`src/rtl/trap_pkg.sv`:
```
package trap_pkg;
    localparam int XLEN  = 64;
    localparam int TTW   = 9;
    localparam int PSW   = 12;
    localparam int GLW   = 3;

    // processor-state bits used by trap entry
    localparam logic [PSW-1:0] PS_ALTG  = 12'h001;
    localparam logic [PSW-1:0] PS_PRIV  = 12'h004;
    localparam logic [PSW-1:0] PS_FPEN  = 12'h010;
    localparam logic [PSW-1:0] PS_RED   = 12'h020;
    localparam logic [PSW-1:0] PS_MMUG  = 12'h400;
    localparam logic [PSW-1:0] PS_INTG  = 12'h800;
    localparam logic [PSW-1:0] PS_SAVE_MASK = 12'hF3F;

    // trap type codes whose behaviour differs
    localparam logic [TTW-1:0] TT_IFAULT  = 9'h008;
    localparam logic [TTW-1:0] TT_DFAULT  = 9'h030;
    localparam logic [TTW-1:0] TT_INTVEC  = 9'h060;
    localparam logic [TTW-1:0] TT_MMU_LO  = 9'h064;
    localparam logic [TTW-1:0] TT_MMU_HI  = 9'h06F;
    localparam logic [TTW-1:0] TT_CLEANW  = 9'h024;
    localparam logic [2:0]     TT_SPILL_GRP = 3'b010;
    localparam logic [2:0]     TT_FILL_GRP  = 3'b011;

    typedef struct packed {
        logic [XLEN-1:0] tstate;
        logic [XLEN-1:0] tpc;
        logic [XLEN-1:0] tnpc;
        logic [TTW-1:0]  tt;
    } trap_rec_t;

    typedef enum logic [1:0] {
        ST_IDLE = 2'd0,
        ST_DONE = 2'd1,
        ST_HALT = 2'd2
    } trap_fsm_t;
endpackage

```
`src/rtl/trap_level_step.sv`:
```
module trap_level_step #(
    parameter int MAXTL = 6,
    parameter int TLW   = 3
) (
    input  logic [TLW-1:0] cur_tl,
    output logic [TLW-1:0] nxt_tl,
    output logic           red_set,
    output logic           ovf
);
    localparam logic [TLW-1:0] CEIL    = TLW'(MAXTL);
    localparam logic [TLW-1:0] CEIL_M1 = TLW'(MAXTL - 1);

    always_comb begin
        ovf     = (cur_tl >= CEIL);
        red_set = !ovf && (cur_tl == CEIL_M1);
        nxt_tl  = cur_tl + TLW'(1);
    end
endmodule

```
`src/rtl/trap_mode_sel.sv`:
```
module trap_mode_sel
    import trap_pkg::*;
#(
    parameter int NWIN = 8,
    parameter int CWPW = 3
) (
    input  logic [TTW-1:0]  tt,
    input  logic            red_set,
    input  logic [CWPW-1:0] cwp,
    input  logic [CWPW-1:0] cansave,
    output logic [PSW-1:0]  pstate_nxt,
    output logic [CWPW-1:0] cwp_nxt
);
    logic mmu_kind;
    logic int_kind;
    int unsigned w_dec1;
    int unsigned w_spill;
    int unsigned w_inc1;

    always_comb begin
        mmu_kind = (tt == TT_IFAULT) || (tt == TT_DFAULT) ||
                   ((tt >= TT_MMU_LO) && (tt <= TT_MMU_HI));
        int_kind = (tt == TT_INTVEC);
        pstate_nxt = PS_PRIV | PS_FPEN;
        if (mmu_kind) begin
            pstate_nxt = pstate_nxt | PS_MMUG;
        end else if (int_kind) begin
            pstate_nxt = pstate_nxt | PS_INTG;
        end else begin
            pstate_nxt = pstate_nxt | PS_ALTG;
        end
        if (red_set) begin
            pstate_nxt = pstate_nxt | PS_RED;
        end
    end

    always_comb begin
        w_dec1  = (32'(cwp) + 32'(NWIN) - 32'd1) % 32'(NWIN);
        w_spill = (32'(cwp) + 32'(2 * NWIN) - 32'(cansave) - 32'd2) % 32'(NWIN);
        w_inc1  = (32'(cwp) + 32'd1) % 32'(NWIN);
        if (tt == TT_CLEANW) begin
            cwp_nxt = CWPW'(w_dec1);
        end else if (tt[8:6] == TT_SPILL_GRP) begin
            cwp_nxt = CWPW'(w_spill);
        end else if (tt[8:6] == TT_FILL_GRP) begin
            cwp_nxt = CWPW'(w_inc1);
        end else begin
            cwp_nxt = cwp;
        end
    end
endmodule

```
`src/rtl/trap_frame.sv`:
```
module trap_frame
    import trap_pkg::*;
#(
    parameter int TLW    = 3,
    parameter int CWPW   = 3,
    parameter bit HAS_GL = 1'b1
) (
    input  logic [7:0]      ccr,
    input  logic [7:0]      asi,
    input  logic [PSW-1:0]  pstate,
    input  logic            red_set,
    input  logic [CWPW-1:0] cwp,
    input  logic [GLW-1:0]  gl,
    input  logic [TTW-1:0]  tt,
    input  logic [TLW-1:0]  nxt_tl,
    input  logic [XLEN-1:0] tba,
    output logic [XLEN-1:0] tstate,
    output logic [XLEN-1:0] vec_pc,
    output logic [XLEN-1:0] vec_npc
);
    localparam logic [TLW-1:0] ONE = TLW'(1);
    logic [PSW-1:0] ps_saved;

    always_comb begin
        ps_saved = (pstate | (red_set ? PS_RED : '0)) & PS_SAVE_MASK;
        tstate   = '0;
        tstate[39:32] = ccr;
        tstate[31:24] = asi;
        tstate[19:8]  = ps_saved;
        tstate[CWPW-1:0] = cwp;
        if (HAS_GL) begin
            tstate[42:40] = gl;
        end
    end

    always_comb begin
        vec_pc = tba & ~64'h7FFF;
        if (nxt_tl > ONE) begin
            vec_pc[14] = 1'b1;
        end
        vec_pc[13:5] = tt;
        vec_npc = vec_pc + 64'd4;
    end
endmodule

```
`src/rtl/trap_stack.sv`:
```
module trap_stack
    import trap_pkg::*;
#(
    parameter int DEPTH = 6,
    parameter int TLW   = 3
) (
    input  logic            clk,
    input  logic            rst_n,
    input  logic            wr_en,
    input  logic [TLW-1:0]  wr_lvl,
    input  trap_rec_t       wr_rec,
    input  logic [TLW-1:0]  rd_lvl,
    output trap_rec_t       rd_rec
);
    trap_rec_t ent [DEPTH];

    // levels are 1-based: entry i holds level i+1
    always_ff @(posedge clk) begin
        for (int i = 0; i < DEPTH; i++) begin
            if (!rst_n) begin
                ent[i] <= '0;
            end else if (wr_en && (wr_lvl == TLW'(i + 1))) begin
                ent[i] <= wr_rec;
            end
        end
    end

    always_comb begin
        rd_rec = '0;
        for (int i = 0; i < DEPTH; i++) begin
            if (rd_lvl == TLW'(i + 1)) begin
                rd_rec = ent[i];
            end
        end
    end
endmodule

```
`src/rtl/trap_entry_ctrl.sv`:
```
module trap_entry_ctrl
    import trap_pkg::*;
#(
    parameter int NWIN   = 8,
    parameter int MAXTL  = 6,
    parameter bit HAS_GL = 1'b1,
    localparam int TLW   = $clog2(MAXTL + 1),
    localparam int CWPW  = (NWIN > 1) ? $clog2(NWIN) : 1
) (
    input  logic            clk,
    input  logic            rst_n,
    input  logic            trap_vld,
    input  logic [8:0]      trap_tt,
    input  logic [TLW-1:0]  cur_tl,
    input  logic [7:0]      cur_ccr,
    input  logic [7:0]      cur_asi,
    input  logic [11:0]     cur_pstate,
    input  logic [CWPW-1:0] cur_cwp,
    input  logic [CWPW-1:0] cur_cansave,
    input  logic [2:0]      cur_gl,
    input  logic [63:0]     cur_pc,
    input  logic [63:0]     cur_npc,
    input  logic [63:0]     trap_base,
    input  logic [TLW-1:0]  rd_lvl,
    output logic [TLW-1:0]  new_tl,
    output logic [11:0]     new_pstate,
    output logic [CWPW-1:0] new_cwp,
    output logic [2:0]      new_gl,
    output logic [63:0]     new_pc,
    output logic [63:0]     new_npc,
    output logic            done_o,
    output logic            err_o,
    output logic [63:0]     rd_tstate,
    output logic [63:0]     rd_tpc,
    output logic [63:0]     rd_tnpc,
    output logic [8:0]      rd_tt
);
    trap_fsm_t state_q, state_d;

    logic [TLW-1:0]  nxt_tl;
    logic            red_set;
    logic            ovf;
    logic [PSW-1:0]  pstate_nxt;
    logic [CWPW-1:0] cwp_nxt;
    logic [XLEN-1:0] tstate;
    logic [XLEN-1:0] vec_pc;
    logic [XLEN-1:0] vec_npc;
    logic            live;
    logic            accept;
    trap_rec_t       wr_rec;
    trap_rec_t       rd_rec;

    trap_level_step #(.MAXTL(MAXTL), .TLW(TLW)) u_level (
        .cur_tl  (cur_tl),
        .nxt_tl  (nxt_tl),
        .red_set (red_set),
        .ovf     (ovf)
    );

    trap_mode_sel #(.NWIN(NWIN), .CWPW(CWPW)) u_mode (
        .tt         (trap_tt),
        .red_set    (red_set),
        .cwp        (cur_cwp),
        .cansave    (cur_cansave),
        .pstate_nxt (pstate_nxt),
        .cwp_nxt    (cwp_nxt)
    );

    trap_frame #(.TLW(TLW), .CWPW(CWPW), .HAS_GL(HAS_GL)) u_frame (
        .ccr     (cur_ccr),
        .asi     (cur_asi),
        .pstate  (cur_pstate),
        .red_set (red_set),
        .cwp     (cur_cwp),
        .gl      (cur_gl),
        .tt      (trap_tt),
        .nxt_tl  (nxt_tl),
        .tba     (trap_base),
        .tstate  (tstate),
        .vec_pc  (vec_pc),
        .vec_npc (vec_npc)
    );

    always_comb begin
        live   = (state_q != ST_HALT);
        accept = live && trap_vld && !ovf;
        wr_rec = '{tstate: tstate, tpc: cur_pc, tnpc: cur_npc, tt: trap_tt};
    end

    trap_stack #(.DEPTH(MAXTL), .TLW(TLW)) u_stack (
        .clk    (clk),
        .rst_n  (rst_n),
        .wr_en  (accept),
        .wr_lvl (nxt_tl),
        .wr_rec (wr_rec),
        .rd_lvl (rd_lvl),
        .rd_rec (rd_rec)
    );

    // next-state logic
    always_comb begin
        state_d = state_q;
        unique case (state_q)
            ST_IDLE, ST_DONE: begin
                if (trap_vld && ovf) begin
                    state_d = ST_HALT;          // T_OVERFLOW
                end else if (trap_vld) begin
                    state_d = ST_DONE;          // T_ACCEPT
                end else begin
                    state_d = ST_IDLE;          // T_RELAX
                end
            end
            ST_HALT: state_d = ST_HALT;         // T_STAY
            default: state_d = ST_IDLE;
        endcase
    end

    // state register
    always_ff @(posedge clk) begin
        if (!rst_n) begin
            state_q <= ST_IDLE;
        end else begin
            state_q <= state_d;
        end
    end

    // committed architectural results
    always_ff @(posedge clk) begin
        if (!rst_n) begin
            new_tl     <= '0;
            new_pstate <= '0;
            new_cwp    <= '0;
            new_gl     <= '0;
            new_pc     <= '0;
            new_npc    <= '0;
        end else if (accept) begin
            new_tl     <= nxt_tl;
            new_pstate <= pstate_nxt;
            new_cwp    <= cwp_nxt;
            new_gl     <= HAS_GL ? cur_gl + 3'd1 : cur_gl;
            new_pc     <= vec_pc;
            new_npc    <= vec_npc;
        end
    end

    // state-decoded outputs
    always_comb begin
        done_o    = (state_q == ST_DONE);
        err_o     = (state_q == ST_HALT);
        rd_tstate = rd_rec.tstate;
        rd_tpc    = rd_rec.tpc;
        rd_tnpc   = rd_rec.tnpc;
        rd_tt     = rd_rec.tt;
    end
endmodule

```
`config.mk`:
```
export PLATFORM = sky130hd
export DESIGN_NAME = trap_entry_ctrl
export DESIGN_NICKNAME = d
export VERILOG_FILES = /design/src/rtl/trap_pkg.sv /design/src/rtl/trap_level_step.sv /design/src/rtl/trap_mode_sel.sv /design/src/rtl/trap_frame.sv /design/src/rtl/trap_stack.sv /design/src/rtl/trap_entry_ctrl.sv
export SDC_FILE = /design/constraint.sdc
export NUM_CORES = 1
export LEC_CHECK = 0
export ABC_AREA = 0
export BUFFER_PORTS_ARGS = -buffer_cell sky130_fd_sc_hd__buf_2
export CAP_MARGIN = 0
export CORE_ASPECT_RATIO = 1.2
export CORE_UTILIZATION = 55
export DETAILED_ROUTE_END_ITERATION = 8
export PLACE_DENSITY = 0.77
export SKIP_LAST_GASP = 1
export SYNTH_ARGS = -nofsm -noshare
export SYNTH_HDL_FRONTEND = slang
export SYNTH_SLANG_ARGS = --single-unit
```
`constraint.sdc`:
```
create_clock -name clk -period 15.4 [get_ports clk]
set_input_delay 3.08 -clock clk [delete_from_list [all_inputs] [get_ports clk]]
set_output_delay 3.08 -clock clk [all_outputs]
set_load 0.01 [all_outputs]
```
==> flow_summary.yaml <==
clock_tree:
  cts-resized-gates: 0
  post-cts-setup-buffers: 0
  hold_buffers: 0
  cts_tree: "yes"
  root_buffer: "clkbuf_16"
  clk-insertion-delay-late_ps: 660
  clkSlewWorstSetupHoldPaths_ps: 60
  cts_buffer_depth: 3
  numCtsBuffers: 107
  clock_sinks: 1089
  htreeDepth: 3
critical_path:
  critPathBufInv: 4
  cp_slowest_stage_delay_ps: 780
  end_kind: "output pin"
  crit_chain: "buf_8 > nor2b_4 > buf_4 > buf_4 > a21oi_1 > a21oi_1 > buf_2"
  start_kind: "input port"
  cp_data_arrival_time_ps: 6060
  crit_type: "in -> out"
  r2r_setup_slack_ps: 11620
  path_delay_family: "buffers and inverters"
  cp.required_ps: 12320
  critPathSlowestCell: "buf_4"
  reg2reg_from: "state_q[0]"
  worstReg2RegEnd: "u_stack.ent[1][6]"
  critPathMaxFanout: 66
  r2r_cells: 7
final_layout:
  seq_area_um2: 32000
  multi_input_area_um2: 15500
  fillerInstances: 6675
  area_growth_pct: 12.0
  layout-drive-gt1-share_pct: 21.9
  design.final.nets: 4415
route:
  ant_nets: 0
  wl_mm: 128
  wl_per_cell_um: 23.6
  drt_iter0_drc: 2785
  via_count: 31500
  drtPass1Iterations: 5
  vias_per_cell: 5.81
  drc: 0
sta:
  worst_slack_ps: 6260
  fin_setup_tns_ps: 0
  max_freq_mhz: 109
  max-slew-margin-rel_pct: 23.2
  fin_crit_sh_pct: 59.3
  worst_pin_slew_ps: 1150
  whs_ps: 451
  hold_viol_final: 0
  rsz0062_at_grt: "false"
  post-route-min-period_ps: 9140
  maxSlewViolCount: 0
  setup_viol_count_final: 0
  fin_skew_ps: 13.5
synth:
  synth.avg_cell_area_um2: 13.0
  postSynthCellCount: 3820
  ys.flop_type: "edfxtp_1"
  synth_seq_cells: 1089
  synthArstFlopShare_pct: 0
  yosys_warnings: 0
  synth_cell_types: 51
  syn-cell-area_um2: 49600
  ys_seq_area_share_pct: 64.4
  synth_edf_count: 1014
floorplanning:
  die_h_um: 331
  fp.dieW_um: 276
  io_pins: 599
  core-area_um2: 89300
  start_util_pct: 55.5
  dieArea_um2: 91400
  num_rows: 120
pwr:
  p_int_mw: 5.03
  sw_frac_of_total_pct: 23.3
  p_total_mw: 6.56
  power_frac_seq_pct: 52.2
  p_sw_mw: 1.53
  p_per_area_nw_per_um2: 118
  clock_power_share_pct: 39.1
  p_leak_nw: 21.9
  pwr-share-comb_pct: 8.7
  ir_worst_vdd_uv: 88.4
placement:
  dp_hpwl_mm: 69.5
  gp_congestion: 0.902
  dp_slack_ps: 6270
  io_buffers: 534
job:
  maxCapViolCount: 0
run_status:
  status: "finished, final reports clean"
global_routing:
  grt_max_degree: 121
  grt_pass1_wl_mm: 189
  overflow: 0
  antenna_found_initial: 30
  gr-usage-all-layers_pct: 27.3
  grt_pass1_vias: 31200
worst_hold_path:
  hold_path.class: "reg -> reg"
  hold_path_end: "new_pstate[11]"
  hold_depth: 2
  min_from: "new_pstate[11]"
==> cells in the final DEF, fill, tap and decap left out, types with 22 or more instances in the layout <==
master     count
nor2_1       177
mux2_2       168
diode_2       23
clkbuf_16    110
nand2_1      130
conb_1        47
a221oi_1     169
dfxtp_1       75
buf_4         47
buf_2        531
mux2i_1      167
and2_1      1008
clkbuf_1      22
a21oi_1      397
edfxtp_1    1014
==> metal layers <==
metal  track usage, %  part of all wire, %  up-vias
li1                 -                    -    14200
met1             34.6                   39    15600
met2             46.5                   50     1339
met3             5.45                  7.8      242
met4             10.3                  3.1       24
met5                0                 0.11        -
==> area by class of cell <==
| type | count | share of cell area, % |
|---|---|---|
| antenna | 23 | 0.104 |
| clock buffer | 138 | 5.25 |
| clock inverter | 56 | 0.892 |
| inverter | 11 | 0.0743 |
| multi-input combinational | 2364 | 28.0 |
| sequential | 1089 | 57.5 |
| tap | 1159 | 2.61 |
| timing repair buffer | 583 | 5.57 |
==> state kept, by name, indices dropped and copies added, names as in the netlist <==
register and cells:
new_cwp 3, new_gl 3, new_npc 1, new_pc 59, new_pstate 4, new_tl 3, state_q 2, u_stack.ent 1014
==> worst max-delay path by stage <==
stage,start,to,slack [ps],cells past startpoint
2_1_floorplan,cur_tl[0],u_stack.ent[1][169],7110,7
3_3_place_gp,rd_lvl[0],rd_tpc[8],6260,7
3_5_place_dp,rd_lvl[0],rd_tpc[8],6270,7
4_1_cts,rd_lvl[0],rd_tpc[8],6280,7
5_1_grt,rd_lvl[0],rd_tpc[8],6210,7
6_report,rd_lvl[0],rd_tpc[8],6260,7
==> synthesized netlist by cell type (all sizes together), types with 2 or more instances <==
master     n  share of area, %
edfxtp  1014                61
and2    1008                13
a21oi    397               4.0
buf      252               3.6
nor2     178               1.3
a221oi   169               3.0
mux2     168               3.8
mux2i    167               3.4
clkbuf   150               1.1
nand2    136               1.0
dfxtp     75               3.0
ha        12              0.30
nor2b     12              0.15
inv       11             0.083
o21ai     10              0.10
and3       8              0.10
nand3      8             0.081
nor3       5             0.073
nor4       5             0.093
a211oi     3             0.045
a22o       3             0.053
and4       3             0.053
o211ai     3             0.045
nand2b     2             0.030
nand4b     2             0.035
nor4b      2             0.035
xor2       2             0.050
==> power by group through the flow <==
stage / sequential (mW) / clock (mW) / combinational, mW
global placement: 3.47 / 0 / 0.564
global route: 3.43 / 2.70 / 0.617
detailed placement: 3.48 / 0 / 0.572
floorplan: 3.50 / 0 / 0.342
CTS: 3.42 / 2.59 / 0.574
finish: 3.42 / 2.56 / 0.574
==> kinds of logic after synthesis <==
kind of cell | after synthesis | synth area share (%)
simple gates | 1373 | 15.8
other cells | 1 | 0.00756
compound gates | 593 | 7.37
flops | 1089 | 64.4
buf+inv | 413 | 4.79
mux | 335 | 7.19
fa+ha+maj | 12 | 0.303
xor+xnor | 4 | 0.114
==> worst register-to-register path: stages, from the launching register on <==
cell and delay, ps:
dfxtp_1 320, nand2b_2 160, inv_2 80, nor4_4 510, and3_4 840, buf_4 700
buf_4 760, and2_1 270
==> metrics by stage <==
| step | instance area [µm²] | util [%] | cells |
|---|---|---|---|
| after CTS | 55500 | 62.1 | 5400 |
| after floorplan | 49800 | - | 3866 |
| final | 55500 | 62.2 | 5423 |
| after global routing | 55500 | 62.1 | 5409 |
| after detailed placement | 52100 | 58.3 | 5206 |
| after global placement | 52100 | 58.3 | 5206 |
No activity file was read; power rests on OpenSTA's default activity.
